File: src/rtl/adc_seq_pkg.sv
package adc_seq_pkg;
  typedef enum logic [1:0] {
    ST_POR   = 2'd0,
    ST_CONV  = 2'd1,
    ST_SLEEP = 2'd2,
    ST_DATA  = 2'd3
  } seq_state_e;
endpackage

File: src/rtl/adc_pin_sync.sv
module adc_pin_sync #(
  parameter int unsigned      N         = 2,
  parameter logic [N-1:0]     RST_VAL   = '1,
  parameter logic [N-1:0]     EDGE_RISE = '0
) (
  input  logic         clk_i,
  input  logic         rst_ni,
  input  logic [N-1:0] pin_i,
  output logic [N-1:0] lvl_o,
  output logic [N-1:0] edge_o
);
  for (genvar g = 0; g < N; g++) begin : g_pin
    logic [2:0] sh_q;
    always_ff @(posedge clk_i or negedge rst_ni) begin
      if (!rst_ni) sh_q <= {3{RST_VAL[g]}};
      else         sh_q <= {sh_q[1:0], pin_i[g]};
    end
    assign lvl_o[g] = sh_q[1];
    if (EDGE_RISE[g]) begin : g_rise
      assign edge_o[g] = sh_q[1] & ~sh_q[2];
    end else begin : g_fall
      assign edge_o[g] = ~sh_q[1] & sh_q[2];
    end
  end
endmodule

File: src/rtl/adc_cycle_timer.sv
module adc_cycle_timer #(
  parameter int unsigned LEN = 16,
  localparam int unsigned CW = $clog2(LEN + 1)
) (
  input  logic clk_i,
  input  logic rst_ni,
  input  logic clr_i,
  input  logic en_i,
  output logic done_o
);
  localparam logic [CW-1:0] LAST = CW'(LEN - 1);
  logic [CW-1:0] cnt_q;

  always_ff @(posedge clk_i or negedge rst_ni) begin
    if (!rst_ni)                   cnt_q <= '0;
    else if (clr_i)                cnt_q <= '0;
    else if (en_i && cnt_q != LAST) cnt_q <= cnt_q + 1'b1;
  end

  assign done_o = en_i && (cnt_q == LAST);
endmodule

File: src/rtl/adc_code_clamp.sv
module adc_code_clamp #(
  parameter int unsigned RAW_W  = 18,
  parameter int unsigned CODE_W = 16
) (
  input  logic [RAW_W-1:0]  raw_i,
  output logic [CODE_W-1:0] code_o
);
  localparam logic [RAW_W-1:0] MAXV = RAW_W'((64'd1 << CODE_W) - 64'd1);

  always_comb begin
    if (raw_i[RAW_W-1])     code_o = '0;   // negative
    else if (raw_i > MAXV)  code_o = '1;   // over range
    else                    code_o = raw_i[CODE_W-1:0];
  end
endmodule

File: src/rtl/adc_shift_out.sv
module adc_shift_out #(
  parameter int unsigned CODE_W = 16,
  localparam int unsigned IW = $clog2(CODE_W)
) (
  input  logic              clk_i,
  input  logic              rst_ni,
  input  logic              load_i,
  input  logic              shift_i,
  input  logic [CODE_W-1:0] data_i,
  output logic              bit_o,
  output logic              last_o
);
  logic [IW-1:0] idx_q;

  always_ff @(posedge clk_i or negedge rst_ni) begin
    if (!rst_ni)      idx_q <= '0;
    else if (load_i)  idx_q <= IW'(CODE_W - 1);
    else if (shift_i) idx_q <= idx_q - 1'b1;
  end

  assign bit_o  = data_i[idx_q];
  assign last_o = (idx_q == '0);
endmodule

File: src/rtl/adc_readout_seq.sv
module adc_readout_seq
  import adc_seq_pkg::*;
#(
  parameter int unsigned CODE_W   = 16,
  parameter int unsigned RAW_W    = 18,
  parameter int unsigned CONV_CYC = 1_660_000,
  parameter int unsigned POR_CYC  = 50_000
) (
  input  logic             clk_i,
  input  logic             rst_ni,
  input  logic             cs_ni,
  input  logic             sck_i,
  input  logic [RAW_W-1:0] core_raw_i,
  input  logic             core_valid_i,
  output logic             sdo_o,
  output logic             sdo_oe_o,
  output logic             lowpwr_o,
  output logic             conv_start_o
);
  seq_state_e state_q, state_d;
  logic [1:0] pin_lvl, pin_edge;
  logic cs_lvl, sck_lvl, cs_rise, sck_fall;
  logic por_done, conv_done;
  logic [CODE_W-1:0] result_q, code_clamped;
  logic shift_bit, shift_last, shift_load, shift_step;
  logic start_q;

  // bit 0: chip select (rise detect), bit 1: serial clock (fall detect)
  adc_pin_sync #(.N(2), .RST_VAL(2'b11), .EDGE_RISE(2'b01)) u_sync (
    .clk_i, .rst_ni,
    .pin_i  ({sck_i, cs_ni}),
    .lvl_o  (pin_lvl),
    .edge_o (pin_edge)
  );
  assign cs_lvl   = pin_lvl[0];
  assign sck_lvl  = pin_lvl[1];
  assign cs_rise  = pin_edge[0];
  assign sck_fall = pin_edge[1];

  adc_cycle_timer #(.LEN(POR_CYC)) u_por_tmr (
    .clk_i, .rst_ni,
    .clr_i  (state_q != ST_POR),
    .en_i   (state_q == ST_POR),
    .done_o (por_done)
  );

  adc_cycle_timer #(.LEN(CONV_CYC)) u_conv_tmr (
    .clk_i, .rst_ni,
    .clr_i  (state_q != ST_CONV),
    .en_i   (state_q == ST_CONV),
    .done_o (conv_done)
  );

  adc_code_clamp #(.RAW_W(RAW_W), .CODE_W(CODE_W)) u_clamp (
    .raw_i  (core_raw_i),
    .code_o (code_clamped)
  );

  always_comb begin
    state_d = state_q;
    unique case (state_q)
      ST_POR:   if (por_done)  state_d = ST_CONV;
      ST_CONV:  if (conv_done) state_d = ST_SLEEP;
      ST_SLEEP: if (!cs_lvl && !sck_lvl) state_d = ST_DATA;
      ST_DATA: begin
        if (cs_rise)                     state_d = ST_CONV;  // abort wins
        else if (sck_fall && shift_last) state_d = ST_CONV;
      end
      default: state_d = ST_POR;
    endcase
  end

  assign shift_load = (state_q == ST_SLEEP) && (state_d == ST_DATA);
  assign shift_step = (state_q == ST_DATA) && sck_fall && !cs_rise;

  adc_shift_out #(.CODE_W(CODE_W)) u_shift (
    .clk_i, .rst_ni,
    .load_i  (shift_load),
    .shift_i (shift_step),
    .data_i  (result_q),
    .bit_o   (shift_bit),
    .last_o  (shift_last)
  );

  always_ff @(posedge clk_i or negedge rst_ni) begin
    if (!rst_ni) begin
      state_q  <= ST_POR;
      start_q  <= 1'b0;
      result_q <= '0;
    end else begin
      state_q <= state_d;
      start_q <= (state_d == ST_CONV) && (state_q != ST_CONV);
      if (state_q == ST_CONV && core_valid_i) result_q <= code_clamped;
    end
  end

  always_comb begin
    unique case (state_q)
      ST_CONV: sdo_o = 1'b1;        // busy
      ST_DATA: sdo_o = shift_bit;
      default: sdo_o = 1'b0;
    endcase
  end

  assign sdo_oe_o     = !cs_lvl && (state_q != ST_POR);
  assign lowpwr_o     = (state_q == ST_SLEEP) && cs_lvl;
  assign conv_start_o = start_q;
endmodule

File: config.mk
export PLATFORM = sky130hd
export DESIGN_NAME = adc_readout_seq
export DESIGN_NICKNAME = d
export VERILOG_FILES = /design/src/rtl/adc_seq_pkg.sv /design/src/rtl/adc_pin_sync.sv /design/src/rtl/adc_cycle_timer.sv /design/src/rtl/adc_code_clamp.sv /design/src/rtl/adc_shift_out.sv /design/src/rtl/adc_readout_seq.sv
export SDC_FILE = /design/constraint.sdc
export NUM_CORES = 1
export LEC_CHECK = 0
export BUFFER_PORTS_ARGS = -buffer_cell sky130_fd_sc_hd__buf_4
export CAP_MARGIN = 20
export CORE_MARGIN = 5
export CORE_UTILIZATION = 40
export DETAILED_ROUTE_END_ITERATION = 10
export GPL_ROUTABILITY_DRIVEN = 0
export GPL_TIMING_DRIVEN = 0
export PLACE_DENSITY = 0.58
export SYNTH_ARGS = -nofsm -noshare
export SYNTH_HDL_FRONTEND = slang
export SYNTH_SLANG_ARGS = --single-unit
File: constraint.sdc
create_clock -name clk_i -period 1.5 [get_ports clk_i]
set_input_delay 0.075 -clock clk_i [delete_from_list [all_inputs] [get_ports clk_i]]
set_output_delay 0.075 -clock clk_i [all_outputs]
set_load 0.05 [all_outputs]
# ---- Yosys cells after proc, flatten, opt, wreduce, memory -nomap -nowiden
# Index checks and enable logic that the tools add are counted.
dict set report word_totals {
  ff_bits 66
  inputBits 23
  output_inout_bits 4
  elab_cells 66
}
dict set report op_classes {
  add_sub_neg 3
  order_cmp 2
  eq_ne 10
  mux 17
  bitwise_logic 4
  reduce_logical 22
}
# cell count
set ops {}
lappend ops {{two-way mux 16 bit} 4}
lappend ops {{two-way mux 21 bit} 2}
lappend ops {{adder 21 x 1 -> 21 bit, second input constant} 1}
lappend ops {{equality test 21 bit, second input constant} 1}
lappend ops {{inequality test 21 bit, second input constant} 1}
lappend ops {{> comparator 18 x 16 -> 1 bit, second input constant} 1}
lappend ops {{adder 16 x 1 -> 16 bit, second input constant} 1}
lappend ops {{equality test 16 bit, second input constant} 1}
lappend ops {{inequality test 16 bit, second input constant} 1}
lappend ops {{logical AND 1 bit} 13}
lappend ops {{two-way mux 2 bit} 5}
lappend ops {{two-way mux 4 bit} 2}
lappend ops {{case mux 2 bit (4 select lines)} 1}
lappend ops {{nonzero test 2 bit} 4}
lappend ops {{equality test 2 bit, second input constant} 3}
lappend ops {{less-than comparator 4 x 5 -> 1 bit, second input constant} 1}
lappend ops {{binary-select mux 1 bit (select 4 bit)} 1}
lappend ops {{equality test 2 x 1 -> 1 bit, second input constant} 2}
lappend ops {{zero test 4 bit} 1}
lappend ops {{subtractor 4 x 1 -> 4 bit, second input constant} 1}
lappend ops {{zero test 1 bit} 3}
lappend ops {{AND 1 bit} 2}
lappend ops {{zero test 2 bit} 1}
lappend ops {{inequality test 2 x 1 -> 1 bit, second input constant} 1}
lappend ops {{3 further kinds} 4}

# ---- Depth between registers and ports, before layout
# Gate-level depths: netlist (run 1).
dict set report depth {
  word_depth 9
  depth_mapped 6
}

# ---- By module
# From an unflattened synthesis (run 1), not the netlist that was laid out.
dict set report unflattened {
  hier_cells 342
  area_unflattened_um2 3703.6
}
# module n_inst cells_per_inst area_each_um2 seq_area_each_um2
set by_module_without_submodules {}
lappend by_module_without_submodules {{adc_cycle_timer (u_conv_tmr)} 1 132 1233.7 525.5}
lappend by_module_without_submodules {{adc_cycle_timer (u_por_tmr)} 1 94 874.6 400.4}
lappend by_module_without_submodules {adc_readout_seq 1 59 852.1 475.5}
lappend by_module_without_submodules {adc_shift_out 1 28 351.6 100.1}
lappend by_module_without_submodules {adc_pin_sync 1 10 200.2 157.7}
lappend by_module_without_submodules {adc_code_clamp 1 19 191.4 0.0}

# ---- Worst setup path before layout (run 1)
# Ideal clock, no wire load.
dict set report synth_path {
  path_kind {reg2out}
  startpoint {register u_shift.idx_q[0]}
  endpoint {output port sdo_o}
  arrival_time_ps 1807
  required_time_ps 1425
  setup_slack_ps -382
  path_stages_with_launch 5
  path_buffers 1
  cell_sequence {dfrtp_1 buf_2 mux4_2 nand3b_1 a41oi_1}
}
dict set report synth_via {
  elab_chain_len 3
}
# element line_no
set synth_lines {}
lappend synth_lines {{start, declared} adc_shift_out.sv:13} ;# logic [IW-1:0] idx_q;
lappend synth_lines {{start signal, assigned} adc_shift_out.sv:17} ;# else if (load_i) idx_q <= IW'(CODE_W - 1);
lappend synth_lines {{start signal, assigned} adc_shift_out.sv:18} ;# else if (shift_i) idx_q <= idx_q - 1'b1;
lappend synth_lines {{binary-select mux 1 bit (select 4 bit)} adc_shift_out.sv:21} ;# assign bit_o = data_i[idx_q];
lappend synth_lines {{two-way mux 1 bit (not written as such)} adc_shift_out.sv:21}
lappend synth_lines {{case mux 1 bit (2 select lines)} adc_readout_seq.sv:98} ;# unique case (state_q)
lappend synth_lines {{end, declared} adc_readout_seq.sv:15} ;# output logic sdo_o,
# Every way passes these cells. The select of a mux whose other input is x is not followed.

# ---- Final worst setup path (run 1)
# Same ends and word-level chain as after synthesis.

==> flow_summary.json, run 1 <==
{
  "num_antenna_cells": 0,
  "fin_crit_sh_pct": 121.6,
  "clk_latency_ps": 350,
  "synth_nets": 374,
  "violations": "setup timing",
  "antenna_found_initial": 0,
  "p_total_mw": 3.262,
  "synth_area_per_cell_um2": 9.804,
  "dp_hpwl_um": 4881,
  "synth-edff-count": 0,
  "routedWlPerCell_um": 14.87,
  "status": "finished, violations left",
  "end_kind": "output port",
  "synthTopCellsByArea": "dfrtp_1, dfstp_2, nand2_1",
  "ys_async_sr_fraction_pct": 100.0,
  "critPathRequiredTime_ps": 1420,
  "fillers": 760,
  "worstPathCellList": "buf_6, mux4_2, nand3b_1, a41oi_2, buf_6",
  "postRouteAntennaNets": 0,
  "ys_ff_latch": 66,
  "worst-r2r-cell-count": 5,
  "holdWs_ps": 15.43,
  "netlist_area_um2": 3402,
  "drv_cap": 0,
  "hold_start": "core_raw_i[1]",
  "p_leak_nw": 1.954,
  "ys_types": 57,
  "synth_top_area_cell": "dfrtp_1",
  "netlist.area_leader.share_pct": 44.13,
  "clk_pin_slew_ps": 80,
  "final_common_cell": "buf_4",
  "maxSlewViolCount": 0,
  "rsz0062_at_grt": "yes",
  "initial_utilization_pct": 41.20,
  "drc": 0,
  "cts_max_level": 3,
  "dr.pass1.iters": 4,
  "cts_sinks": 66,
  "die_y_um": 102.2,
  "irDropWorstVdd_uv": 470.1,
  "layout_common_cells": "buf_4, dfrtp_1, nor2_1, nand2_1, o31ai_1",
  "dp_worst_setup_slack_ps": -346.3,
  "fmax_mhz": 548.0,
  "grt_max_degree": 67,
  "r2r-end": "u_por_tmr.cnt_q[0]$_DFFE_PN0P_",
  "track_usage_pct": 15.25,
  "drive_gt1_share_pct": 36.15,
  "crit_type": "reg -> out",
  "tightest_slew_ps": 854.4,
  "slowest_stage": "mux4_2",
  "routed_wl_um": 7897,
  "startpoint_type": "flop",
  "syn_to_final_growth_pct": 32.62,
  "hold_viol": 0,
  "die_area_um2": 10450,
  "overflow": 0,
  "r2r_slack_ps": -160,
  "seq_area_frac_synth_pct": 48.77,
  "cts_root_buf": "clkbuf_8",
  "cpMostUsedCell": "buf_6",
  "layout_min_cycle_time_ps": 1825,
  "port_buffers": 24,
  "rows": 33,
  "hp-class": "in -> reg",
  "r2r-start": "u_por_tmr.cnt_q[11]$_DFFE_PN0P_",
  "cts_buffer_depth": 2,
  "cp.arrival_ps": 1750,
  "core_area_um2": 8258,
  "grt_first_pass_wirelength_um": 12900,
  "ys_warn_count": 0,
  "layout.nets": 448,
  "critPathMaxStageDelay_ps": 510,
  "crit_path_max_fanout": 6,
  "grt_pass1_vias": 2814,
  "syn_inst": 347,
  "die_w_um": 102.2,
  "min_to": "result_q[1]$_DFFE_PN0P_",
  "synth_ff_type": "dfrtp_1",
  "dr_total_vias": 2871,
  "power.density_nw_per_um2": 723.1,
  "slew_headroom_pct": 43.04,
  "cts_buffers": 9,
  "cts_tree": "yes",
  "num_io_pins": 27,
  "setup_violations": 12,
  "holdPathStages": 3,
  "viasPerCell": 5.407,
  "clock_skew_ps": 11.78,
  "setup_slack_ps": -324.7,
  "drt_iter0_drc": 78
}
per-layer routing:
layer	track usage [%]	wire length (µm)
met1	20.02	3651
met2	24.94	3932
met3	3.140	225
met4	5.651	88
met5	0	0
cells by family after synthesis:
kind of cell               Yosys count  share of synthesized area [%]
xor gates and xnor gates            21                          5.406
adders and majority gates            4                          1.471
buffers and inverters               29                          3.825
and+or+nand+nor                    158                          24.49
DFF                                 66                          48.77
AOI/OAI and AO/OA                   64                          13.42
muxes                                5                          2.611
timing repair:
item | CTS | global route
endpoints found under the hold margin | 63 | 0
gates cloned | 2 | 1
gates resized for setup | 46 | 41
setup buffers | 15 | 18
pin swaps | 11 | 20
hold buffers | 4 | 0
endpoints found under the setup margin | 55 | 48
how the worst max path moves through the flow:
stage                                          end                       startpoint  slack [ps]  depth (start not counted)
floorplan           u_por_tmr.cnt_q[0]$_DFFE_PN0P_  u_por_tmr.cnt_q[11]$_DFFE_PN0P_         -80                          5
detailed placement  u_por_tmr.cnt_q[0]$_DFFE_PN0P_   u_por_tmr.cnt_q[1]$_DFFE_PN0P_        -350                          6
CTS                                          sdo_o     u_shift.idx_q[0]$_DFFE_PN0P_        -350                          5
global placement    u_por_tmr.cnt_q[0]$_DFFE_PN0P_   u_por_tmr.cnt_q[1]$_DFFE_PN0P_        -340                          6
finish                                       sdo_o     u_shift.idx_q[0]$_DFFE_PN0P_        -320                          5
global route                                 sdo_o     u_shift.idx_q[0]$_DFFE_PN0P_        -430                          5
worst max-delay path, delay by kind of cell, from the launching register on:
family,cells,cell delay [ps]
buffers and inverters,2,320
flip-flops,1,350
AO/OA/AOI/OAI,1,120
AND/OR/NAND/NOR,1,120
multiplexers,1,510
where the power goes:
part	total (mW)	internal, mW	switching (mW)
logic	0.114	0.0486	0.0656
registers	1.80	1.79	0.00503
clock network	1.35	0.610	0.741
metrics by stage:
stage	area (µm²)	std cells	setup TNS (ps)	utilization, %
finish	4512	531	-1157	54.64
global route	4512	531	-2169	54.64
CTS	4237	512	-1449	51.30
detailed placement	3726	476	-8938	45.12
global placement	3726	476	-8259	45.12
floorplan	3415	347	-262.8	-
flip-flops by register name, summed over array words and instances, names as in the netlist:
signal,count
conv_start_o,1
result_q,16
state_q,2
u_conv_tmr.cnt_q,21
u_por_tmr.cnt_q,16
u_shift.idx_q,4
u_sync.g_pin.sh_q,6
synthesized netlist by cell type, drive strengths merged (9+ instances only):
master   n
o21ai   11
o31ai   18
xor2    10
clkbuf  11
dfrtp   60
buf      9
a21oi   11
xnor2   11
nand2   41
nand4   10
nand3   20
nor2    40
inv      9
area by class of cell:
| type | instances | area (µm²) | area share [%] |
|---|---|---|---|
| flip-flops and latches | 66 | 1667 | 36.94 |
| clock buffers | 9 | 123.9 | 2.745 |
| plain buffers | 19 | 152.6 | 3.383 |
| clock inverters | 7 | 56.30 | 1.248 |
| repair buffers | 63 | 494.2 | 10.95 |
| well taps | 105 | 131.4 | 2.912 |
| inverters | 9 | 36.28 | 0.8042 |
| multi-input cells | 253 | 1851 | 41.01 |
Note: power is estimated with default switching activity, not from simulation.
==> inputs of run 2 (changes only) <==
Settings changed: ABC_AREA set to 1.
==> flow_summary.json, run 2 <==
{
  "status": "finished, violations left",
  "violations": "setup timing",
  "clock_skew_ps": 9.346,
  "crit_path_max_fanout": 4,
  "layout_min_cycle_time_ps": 1760,
  "seqCellArea_um2": 1664,
  "grt_max_degree": 67,
  "wl_met3_um": 394,
  "rsz0062_at_grt": "yes",
  "synth_ff_type": "dfrtp_1",
  "hold_start": "core_raw_i[2]",
  "crit_type": "reg -> out",
  "r2r-start": "u_shift.idx_q[0]$_DFFE_PN0P_",
  "grt_first_pass_wirelength_um": 14500,
  "synth_fa_ha_area_share_pct": 1.401,
  "layout_common_cells": "nand2_1, nor2_1, dfrtp_1, o21ai_0, buf_4",
  "min_to": "result_q[2]$_DFFE_PN0P_",
  "end_kind": "output port",
  "multi_input_area_um2": 1842,
  "power.internal_mw": 2.838,
  "cts_root_buf": "clkbuf_8",
  "synth-compound-area-share_pct": 10.54,
  "dp_hpwl_um": 5844,
  "die_area_um2": 10920,
  "fin_setup_tns_ps": -263.4,
  "p_leak_nw": 2.006,
  "fillers": 849,
  "synthXorXnorAreaFrac_pct": 1.716,
  "cp.arrival_ps": 1690,
  "tightest_slew_ps": 835.3,
  "syn_inst": 474,
  "grt_pass1_vias": 3209,
  "clk_pin_slew_ps": 70,
  "clk_latency_ps": 340,
  "wl_met2_um": 3979,
  "worst-r2r-cell-count": 9,
  "drt-met1-wl_um": 4066,
  "routed_wl_um": 8534,
  "cts_buffers": 9,
  "fin_crit_sh_pct": 117.4,
  "largest_reg_flops": 21,
  "synth_area_per_cell_um2": 7.539,
  "yosysMostFrequentCell": "nand2_1",
  "holdPathStages": 3,
  "hold_viol": 0,
  "dr_total_vias": 3289,
  "cts_max_level": 3,
  "die_y_um": 104.5,
  "cts_sinks": 66,
  "synth_top_area_cell": "dfrtp_1",
  "muxShareOfSynthArea_pct": 0,
  "dr.pass1.iters": 4,
  "synth_top_family_by_area": "simple AND/OR/NAND/NOR gates",
  "core_area_um2": 8721,
  "maxSlewViolCount": 0,
  "p_seq_share_pct": 49.5,
  "yosys-top-cells-count": "nand2_1, nor2_1, dfrtp_1",
  "ys_ff_latch": 66,
  "drt_iter0_drc": 122,
  "irDropWorstVdd_uv": 479.4,
  "syn_to_final_growth_pct": 27.10,
  "startpoint_type": "flop",
  "antenna_found_initial": 0,
  "die_w_um": 104.5,
  "dp_worst_setup_slack_ps": -101.2,
  "synthSimpleGateAreaFrac_pct": 33.47,
  "viasPerCell": 5.083,
  "ys_async_sr_fraction_pct": 100.0,
  "synth-edff-count": 0,
  "synthTopCellsByArea": "dfrtp_1, nand2_1, nor2_1",
  "initial_utilization_pct": 40.98,
  "slew_headroom_pct": 44.31,
  "drv_cap": 0,
  "setup_violations": 2,
  "ys_warn_count": 0,
  "critPathRequiredTime_ps": 1420,
  "cts_tree": "yes",
  "clkPwrFrac_pct": 47.0,
  "hp-class": "in -> reg",
  "layout.nets": 561,
  "final_common_cell": "nand2_1",
  "track_usage_pct": 15.92,
  "largestRegisters": "u_conv_tmr.cnt_q: 21 flops, result_q: 16 flops, u_por_tmr.cnt_q: 16 flops",
  "seq_area_frac_synth_pct": 46.43,
  "netlist_area_um2": 3573,
  "highest_layer": "met4",
  "num_antenna_cells": 0,
  "power.density_nw_per_um2": 800.0,
  "sw_frac_of_total_pct": 21.90,
  "r2r_slack_ps": 0,
  "routedWlPerCell_um": 13.19,
  "netlist.area_leader.share_pct": 42.02,
  "setup_slack_ps": -260.5,
  "port_buffers": 25,
  "overflow": 0,
  "synth_nets": 501,
  "largest_register": "u_conv_tmr.cnt_q",
  "postRouteAntennaNets": 0,
  "drive_gt1_share_pct": 26.35,
  "r2r-end": "conv_start_o$_DFF_PN0_",
  "ys_types": 34,
  "fmax_mhz": 568.0,
  "pwr-share-comb_pct": 3.5,
  "power.net_switching_mw": 0.7956,
  "rows": 34,
  "drc": 0,
  "cts_buffer_depth": 2,
  "num_io_pins": 27
}
## run 2: power by group through the flow
stage | Combinational [mW] | Clock [mW] | Sequential [mW]
global route | 0.146 | 1.83 | 1.80
detailed placement | 0.110 | 0 | 1.83
floorplan | 0.0240 | 0 | 1.83
CTS | 0.126 | 1.75 | 1.80
finish | 0.126 | 1.71 | 1.80
global placement | 0.108 | 0 | 1.83
## run 2: metal layers
layer	GRT usage (%)	vias up
met1	21.57	1542
met5	0	-
met3	4.966	11
met2	24.48	72
met4	4.718	0
li1	-	1664
## run 2: final cells by class
| type | instances | share of cell area, % |
|---|---|---|
| Sequential cell | 66 | 36.64 |
| Multi-Input combinational cell | 352 | 40.55 |
| Timing Repair Buffer | 49 | 9.174 |
| Tap cell | 108 | 2.975 |
| Clock buffer | 10 | 3.030 |
| Inverter | 44 | 3.719 |
| Clock inverter | 6 | 1.956 |
| Buffer | 12 | 1.956 |
## run 2: how the worst max path moves through the flow
stage	startpoint	endpoint	slack [ps]	cells after the start
2_1_floorplan	u_shift.idx_q[0]$_DFFE_PN0P_	sdo_o	20	11
3_3_place_gp	u_shift.idx_q[0]$_DFFE_PN0P_	sdo_o	-90	12
3_5_place_dp	u_shift.idx_q[0]$_DFFE_PN0P_	sdo_o	-100	12
4_1_cts	u_shift.idx_q[0]$_DFFE_PN0P_	sdo_o	-270	12
5_1_grt	u_shift.idx_q[0]$_DFFE_PN0P_	sdo_o	-380	11
6_report	u_shift.idx_q[0]$_DFFE_PN0P_	sdo_o	-260	11
## run 2: stage by stage
| stage | utilization (%) | power [mW] | hold WS (ps) | instances | cell area (µm²) |
|---|---|---|---|---|---|
| 3_3_place_gp | 44.73 | 1.941 | 184.9 | 607 | 3901 |
| 6_report | 52.08 | 3.633 | 13.34 | 647 | 4542 |
| 5_1_grt | 52.08 | 3.772 | 7.922 | 647 | 4542 |
| 4_1_cts | 49.34 | 3.672 | 0.4961 | 637 | 4303 |
| 2_1_floorplan | - | 1.855 | -220.6 | 474 | 3578 |
| 3_5_place_dp | 44.73 | 1.942 | 184.5 | 607 | 3901 |
## run 2: timing repair
action / CTS / global route
gates resized for setup: 17 / 45
hold endpoints to repair: 67 / 2
pin swaps: 7 / 17
setup buffers: 6 / 9
hold buffers: 8 / 2
endpoints found under the setup margin: 6 / 23
## run 2: cell families (layout without fill, tap and decap cells)
| family | after synthesis | in the layout |
|---|---|---|
| simple gates | 269 | 269 |
| flops | 66 | 66 |
| buf+inv | 56 | 121 |
| fa+ha+maj | 4 | 4 |
| compound gates | 72 | 72 |
| xor+xnor | 7 | 7 |
## run 2: worst max-delay path, stage by stage (launching register included)
cell	delay [ps]
dfrtp_1	370
buf_6	130
buf_4	150
nand2_2	70
nand3_2	90
nand3_2	90
nand2_2	70
nand2_1	50
nand2_1	50
nand2_1	70
nand2_2	60
buf_8	160
